$ cat src/rtl/fpga_cfg_loader.sv
module fpga_cfg_loader #(
  parameter int CLK_FREQ_HZ = 50_000_000,
  parameter int PROG_LOW_NS = 300,
  parameter int INIT_WAIT_US = 100
) (
  input  logic       clk,
  input  logic       rst_n,
  input  logic       start,
  input  logic [7:0] s_data,
  input  logic       s_valid,
  input  logic       s_last,
  output logic       s_ready,
  output logic       cfg_prog_n,
  output logic       cfg_write_n,
  output logic       cfg_cs_n,
  output logic [7:0] cfg_data,
  output logic       cfg_led_n,
  input  logic       cfg_init_n,
  input  logic       cfg_done,
  output logic       busy,
  output logic       ok,
  output logic       err_reset,
  output logic       err_init_to,
  output logic       err_crc,
  output logic       err_done
);
  localparam longint PROG_CYC_L = (longint'(PROG_LOW_NS) * CLK_FREQ_HZ + 64'd999_999_999) / 64'd1_000_000_000;
  localparam int PROG_CYC = (PROG_CYC_L < 1) ? 1 : int'(PROG_CYC_L);
  localparam longint TO_CYC_L = (longint'(INIT_WAIT_US) * CLK_FREQ_HZ + 64'd999_999) / 64'd1_000_000;
  localparam int TO_CYC = (TO_CYC_L < 1) ? 1 : int'(TO_CYC_L);
  localparam int MAXC = (TO_CYC > PROG_CYC) ? TO_CYC : PROG_CYC;
  localparam int CW = $clog2(MAXC + 1);

  typedef enum logic [2:0] {
    S_IDLE, S_PROG, S_WAIT, S_STREAM, S_SETUP, S_STROBE, S_HOLD, S_CHECK
  } state_t;

  state_t        state;
  logic [CW-1:0] cnt;
  logic          last_q;
  logic [7:0]    rev;

  always_comb
    for (int i = 0; i < 8; i++) rev[i] = s_data[7-i];

  assign busy    = (state != S_IDLE);
  assign s_ready = (state == S_STREAM);

  always_ff @(posedge clk or negedge rst_n) begin
    if (!rst_n) begin
      state       <= S_IDLE;
      cnt         <= '0;
      last_q      <= 1'b0;
      cfg_prog_n  <= 1'b1;
      cfg_write_n <= 1'b1;
      cfg_cs_n    <= 1'b1;
      cfg_led_n   <= 1'b1;
      cfg_data    <= '0;
      ok          <= 1'b0;
      err_reset   <= 1'b0;
      err_init_to <= 1'b0;
      err_crc     <= 1'b0;
      err_done    <= 1'b0;
    end else begin
      case (state)
        S_IDLE: if (start) begin
          cfg_prog_n  <= 1'b0;
          cfg_write_n <= 1'b1;
          cfg_led_n   <= 1'b1;
          cnt         <= '0;
          ok          <= 1'b0;
          err_reset   <= 1'b0;
          err_init_to <= 1'b0;
          err_crc     <= 1'b0;
          err_done    <= 1'b0;
          state       <= S_PROG;
        end
        S_PROG: begin
          if (cnt == CW'(PROG_CYC - 1)) begin
            cnt <= '0;
            if (cfg_init_n || cfg_done) begin
              err_reset <= 1'b1;
              state     <= S_IDLE;
            end else begin
              cfg_prog_n <= 1'b1;
              state      <= S_WAIT;
            end
          end else cnt <= cnt + 1'b1;
        end
        S_WAIT: begin
          if (cfg_init_n) begin
            cfg_write_n <= 1'b0;
            cfg_led_n   <= 1'b0;
            state       <= S_STREAM;
          end else if (cnt == CW'(TO_CYC - 1)) begin
            err_init_to <= 1'b1;
            cfg_prog_n  <= 1'b0;
            state       <= S_IDLE;
          end else cnt <= cnt + 1'b1;
        end
        S_STREAM: if (s_valid) begin
          cfg_data <= rev;
          last_q   <= s_last;
          state    <= S_SETUP;
        end
        S_SETUP: begin
          cfg_cs_n <= 1'b0;
          state    <= S_STROBE;
        end
        S_STROBE: begin
          cfg_cs_n <= 1'b1;
          state    <= S_HOLD;
        end
        S_HOLD: state <= last_q ? S_CHECK : S_STREAM;
        S_CHECK: begin
          cfg_write_n <= 1'b1;
          cfg_led_n   <= 1'b1;
          state       <= S_IDLE;
          if (!cfg_init_n) begin
            err_crc    <= 1'b1;
            cfg_prog_n <= 1'b0;
          end else if (!cfg_done) begin
            err_done   <= 1'b1;
            cfg_prog_n <= 1'b0;
          end else ok <= 1'b1;
        end
        default: state <= S_IDLE;
      endcase
    end
  end

  logic [31:0] chk_low;
  always_ff @(posedge clk or negedge rst_n)
    if (!rst_n) chk_low <= '0;
    else if (cfg_prog_n) chk_low <= '0;
    else if (chk_low != 32'hFFFF_FFFF) chk_low <= chk_low + 1'b1;

  assert_prog_width_R2: assert property (@(posedge clk) disable iff (!rst_n)
    $rose(cfg_prog_n) |-> chk_low >= PROG_CYC);
  assert_reset_abort_R3: assert property (@(posedge clk) disable iff (!rst_n)
    $rose(err_reset) |-> !cfg_prog_n && cfg_write_n && !s_ready);
  assert_write_after_init_R5: assert property (@(posedge clk) disable iff (!rst_n)
    ($fell(cfg_write_n) || $fell(cfg_led_n)) |-> $past(cfg_init_n));
  assert_strobe_width_R6: assert property (@(posedge clk) disable iff (!rst_n)
    !cfg_cs_n |=> cfg_cs_n);
  assert_data_before_R8: assert property (@(posedge clk) disable iff (!rst_n)
    !cfg_cs_n |-> $stable(cfg_data));
  assert_data_after_R8: assert property (@(posedge clk) disable iff (!rst_n)
    !cfg_cs_n |=> $stable(cfg_data));
  assert_success_idle_R10: assert property (@(posedge clk) disable iff (!rst_n)
    $rose(ok) |-> cfg_prog_n && cfg_write_n && cfg_led_n);
  assert_fail_park_R11: assert property (@(posedge clk) disable iff (!rst_n)
    $rose(err_init_to || err_crc || err_done) |-> !cfg_prog_n && cfg_write_n && cfg_led_n);
  assert_ready_gate_R12: assert property (@(posedge clk) disable iff (!rst_n)
    s_ready |-> busy && !cfg_write_n && cfg_cs_n);
  assert_one_status_R13: assert property (@(posedge clk) disable iff (!rst_n)
    $onehot0({ok, err_reset, err_init_to, err_crc, err_done}));
endmodule

$ cat config.mk
export PLATFORM = sky130hd
export DESIGN_NAME = fpga_cfg_loader
export DESIGN_NICKNAME = d
export VERILOG_FILES = /design/src/rtl/fpga_cfg_loader.sv
export SDC_FILE = /design/constraint.sdc
export NUM_CORES = 1
export LEC_CHECK = 0
export ABC_CLOCK_PERIOD_IN_PS = 2600
export BUFFER_PORTS_ARGS = -buffer_cell sky130_fd_sc_hd__clkbuf_2
export CORE_ASPECT_RATIO = 0.9
export CORE_MARGIN = 2
export CORE_UTILIZATION = 55
export CTS_CLUSTER_DIAMETER = 60
export CTS_CLUSTER_SIZE = 8
export DETAILED_ROUTE_END_ITERATION = 10
export GPL_ROUTABILITY_DRIVEN = 0
export PLACE_DENSITY = 0.79
export SYNTH_ARGS = -nofsm -noshare
export SYNTH_HDL_FRONTEND = slang
export SYNTH_SLANG_ARGS = --single-unit
$ cat constraint.sdc
create_clock -name clk -period 2.6 [get_ports clk]
set_input_delay 0.39 -clock clk [delete_from_list [all_inputs] [get_ports clk]]
set_output_delay 0.39 -clock clk [all_outputs]
set_load 0.005 [all_outputs]
==> flow_metrics.env <==
export IMPL_status="finished, final reports clean"
export IMPL_final_max_slew_viol_count=0
export IMPL_timing_final_setup_violations=0
export IMPL_worstPathRequired_ns=2.82
export IMPL_worst_ep_arrival_time_ns=2.60
export IMPL_postRouteWirelength_mm=4.028
export IMPL_cts_setup_buffers=0
export IMPL_yosysSeqAreaShare=0.4598
export IMPL_antenna_found_initial=0
export IMPL_critPathKind="flip-flop to flip-flop"
export IMPL_core_sq_um=3090
export IMPL_initial_utilization=0.5838
export IMPL_ir_drop_mv=0.7037
export IMPL_setup_tns_ns=0
export IMPL_worst_slew_pin_transition_ns=0.8043
export IMPL_synth_warning_count=0
export IMPL_synth_flop_cell="sky130_fd_sc_hd__dfrtp_1"
export IMPL_clock_pin_slew_on_the_worst_setup_and_hold_paths_ns=0.11
export IMPL_crit_slowest_cell="sky130_fd_sc_hd__or4_4"
export IMPL_tritoncts_clock_tree="done"
export IMPL_seq_cells_post_synth=33
export IMPL_htree_levels=2
export IMPL_fin_skew_ns=0.01190
export IMPL_cts_buffer_depth=2
export IMPL_synthDistinctLibCells=51
export IMPL_crit_chain="inv_1 > ha_1 > or3b_2 > or4_4 > nand2_2 > o21a_4 > mux2_1"
export IMPL_clock_sink_count=33
export IMPL_first_global_vias=1499
export IMPL_width_of_the_die_um=64.38
export IMPL_synth_fp_nets=203
export IMPL_layout_drive_gt1_share=0.3136
export IMPL_slowest_delay_ns=0.55
export IMPL_worst_r2r_startpoint="cnt[0]$_DFFE_PN0P_"
export IMPL_route_detailed_vias_per_inst=5.740
export IMPL_fmax_mhz=419.9
export IMPL_syn_instance_count=185
export IMPL_critical_path_n_buffers_inverters=1
export IMPL_synth_enable_flop_cells=0
export IMPL_drc_errors=0
export IMPL_timing_hold_violations_final=0
export IMPL_die_height_um=58.34
export IMPL_first_pass_iters=4
export IMPL_row_count=19
export IMPL_ff2ff_path_depth=7
export IMPL_finalCriticalPeriod_ns=2.381
export IMPL_power_report_internal_total_uw=1204
export IMPL_grt_util_all_layers=0.2323
export IMPL_final_antenna_net_count=0
export IMPL_timing_reg2reg_setup_slack_ns=0.22
export IMPL_die_area_sq_um=3755
export IMPL_cts_made_buffers=5
export IMPL_drv_cap=0
export IMPL_layout_fillers=256
export IMPL_wire_length_of_the_first_global_routing_pass_mm=6.693
export IMPL_pwr_density_cell_nw_per_um2=955.4
export IMPL_maxSlewHeadroom=0.4638
export IMPL_power_frac_comb=0.460
export IMPL_n_antenna_cell=0
export IMPL_reported_leakage_power_uw=0.0009429
export IMPL_post_route_util=0.6733
export IMPL_switching_share=0.3941
export IMPL_cp_max_fo=6
export IMPL_flow_area_growth_from_synthesis_pct=15.33
export IMPL_area_occupied_by_multi_input_gates_sq_um=922.1
export IMPL_min_delay_path_class="input port to asynchronous set/reset pin"
export IMPL_timing_rr_end="state[0]$_DFFE_PN0P_"
export IMPL_vias=1504
export IMPL_sequential_share_of_power=0.374
export IMPL_power_net_switching_uw=783.4
export IMPL_globalRouteOverflowTotal=0
export IMPL_combined_area_of_all_synthesized_cells_sq_um=1804
export IMPL_design_final_nets=237
export IMPL_ctsRootBufferMaster="sky130_fd_sc_hd__clkbuf_4"
export IMPL_worst_setup_path_start_kind="flip-flop"
export IMPL_setup_worst_path_end_class="flip-flop"
export IMPL_routed_wire_length_per_instance_um=15.37
export IMPL_rsz0062_at_grt="false"
export IMPL_clkLatencyLatePin_ns=0.34
export IMPL_area_sequential_sq_um=829.5
export IMPL_initial_drt_markers=152
export IMPL_min_period_over_period=0.9159
export IMPL_synth_async_reset_ratio=1.000
export IMPL_power_share_clock=0.167
export IMPL_port_buffers=33
export IMPL_syn_avg_cell_area_sq_um=9.753
export IMPL_i_o_pin_count=34
export IMPL_dp_hpwl_mm=2.907
export IMPL_largest_net_degree_at_the_start_of_global_routing=34
export IMPL_cpLargestDelayFamily="simple AND/OR/NAND/NOR gates"
sequential cells by signal, summed over array words and instances, names as in the netlist:
| name | count |
|---|---|
| cfg_cs_n | 1 |
| cfg_data | 8 |
| cfg_led_n | 1 |
| cfg_prog_n | 1 |
| cnt | 13 |
| err_crc | 1 |
| err_done | 1 |
| err_init_to | 1 |
| err_reset | 1 |
| last_q | 1 |
| ok | 1 |
| state | 3 |
power groups by stage:
stage | clock, uW | sequential (uW) | combinational, uW
after floorplan | 0 | 737 | 632
after global placement | 0 | 740 | 854
after global routing | 360 | 760 | 998
after CTS | 334 | 741 | 887
after detailed placement | 0 | 751 | 886
final | 332 | 743 | 914
synth_stat cells, drive strengths merged (2+ instances only):
| master | n | share of area |
|---|---|---|
| o21ai | 16 | 0.044 |
| o21a | 2 | 0.012 |
| a21boi | 2 | 0.015 |
| nor2 | 21 | 0.044 |
| nand4 | 3 | 0.010 |
| a21oi | 8 | 0.024 |
| dfrtp | 30 | 0.42 |
| or3 | 4 | 0.014 |
| a21o | 3 | 0.012 |
| dfstp | 3 | 0.044 |
| buf | 2 | 0.0083 |
| a41oi | 2 | 0.0097 |
| clkbuf | 7 | 0.015 |
| ha | 3 | 0.021 |
| xnor2 | 4 | 0.019 |
| or2 | 2 | 0.0069 |
| nand2b | 5 | 0.017 |
| mux2 | 11 | 0.069 |
| nor3 | 8 | 0.022 |
| nand3 | 3 | 0.0083 |
| or3b | 2 | 0.0097 |
| nand2 | 14 | 0.031 |
| inv | 5 | 0.010 |
| nor4 | 3 | 0.014 |
| or4 | 5 | 0.025 |
metal layers:
| layer | routed length, um | vias to the layer above | GRT usage |
|---|---|---|---|
| li1 | - | 735 | - |
| met2 | 1878 | 46 | 0.3914 |
| met3 | 221 | 11 | 0.05736 |
| met1 | 1832 | 712 | 0.2964 |
| met5 | 0 | - | 0 |
| met4 | 96 | 0 | 0.08511 |
placed cells by master, fill, tap and decap left out, types with 3 or more instances in the layout:
cell                       Yosys  final
sky130_fd_sc_hd__a21o_1        3      3
sky130_fd_sc_hd__a21oi_1       7      7
sky130_fd_sc_hd__buf_4         2      3
sky130_fd_sc_hd__clkbuf_2      0     33
sky130_fd_sc_hd__clkbuf_4      0      5
sky130_fd_sc_hd__dfrtp_1      30     30
sky130_fd_sc_hd__dfstp_2       3      3
sky130_fd_sc_hd__ha_1          3      3
sky130_fd_sc_hd__inv_1         5      5
sky130_fd_sc_hd__mux2_2       10     10
sky130_fd_sc_hd__nand2_1      13     13
sky130_fd_sc_hd__nand2b_1      5      5
sky130_fd_sc_hd__nand3_1       3      3
sky130_fd_sc_hd__nand4_1       3      3
sky130_fd_sc_hd__nor2_1       21     21
sky130_fd_sc_hd__nor3_1        8      8
sky130_fd_sc_hd__o21ai_0      14     14
sky130_fd_sc_hd__or3_1         4      4
sky130_fd_sc_hd__or4_1         3      3
sky130_fd_sc_hd__xnor2_1       4      4
kinds of logic after synthesis:
| group | count (synthesis) | synth area share |
|---|---|---|
| xor gates and xnor gates | 5 | 0.02427 |
| buffers and inverters | 14 | 0.03329 |
| AOI/OAI and AO/OA | 44 | 0.1699 |
| and+or+nand+nor | 75 | 0.2233 |
| DFF | 33 | 0.4598 |
| adders and majority gates | 3 | 0.02081 |
| muxes | 11 | 0.06866 |
metrics by stage:
stage          worst slack (ns)  hold slack (ns)  instance area, sq um  instances  total power, uW
2_1_floorplan            0.3749          0.09441                  1804        185             1369
3_3_place_gp             0.2152           0.4832                  2003        254             1594
3_5_place_dp             0.1208           0.4874                  2003        254             1637
4_1_cts                  0.1179           0.1537                  2073        262             1963
5_1_grt                  0.1132           0.1854                  2081        262             2118
6_report                 0.2186           0.1212                  2081        262             1988
timing repair:
action / 4_1_cts / 5_1_grt
hold buffers: 0 / 0
gates resized for setup: 0 / 1
endpoints found under the setup margin: 0 / 1
worst max path at each step:
stage,start,to,slack [ns],depth (start not counted)
after floorplan,cnt[0]$_DFFE_PN0P_,state[0]$_DFFE_PN0P_,0.37,7
after global placement,cnt[0]$_DFFE_PN0P_,cnt[8]$_DFFE_PN0P_,0.22,7
after detailed placement,cnt[0]$_DFFE_PN0P_,cnt[8]$_DFFE_PN0P_,0.12,7
after CTS,cnt[0]$_DFFE_PN0P_,cnt[8]$_DFFE_PN0P_,0.12,7
after global routing,cnt[0]$_DFFE_PN0P_,cnt[8]$_DFFE_PN0P_,0.11,7
final,cnt[0]$_DFFE_PN0P_,state[0]$_DFFE_PN0P_,0.22,7
cell type report:
| cell class | instances | share of cell area |
|---|---|---|
| Clock buffer | 7 | 0.03127 |
| Tap cell | 42 | 0.02526 |
| Clock inverter | 1 | 0.002405 |
| Multi-Input combinational cell | 138 | 0.4432 |
| Timing Repair Buffer | 36 | 0.09020 |
| Inverter | 5 | 0.009020 |
| Sequential cell | 33 | 0.3987 |
(Power assumes the default switching activity.)
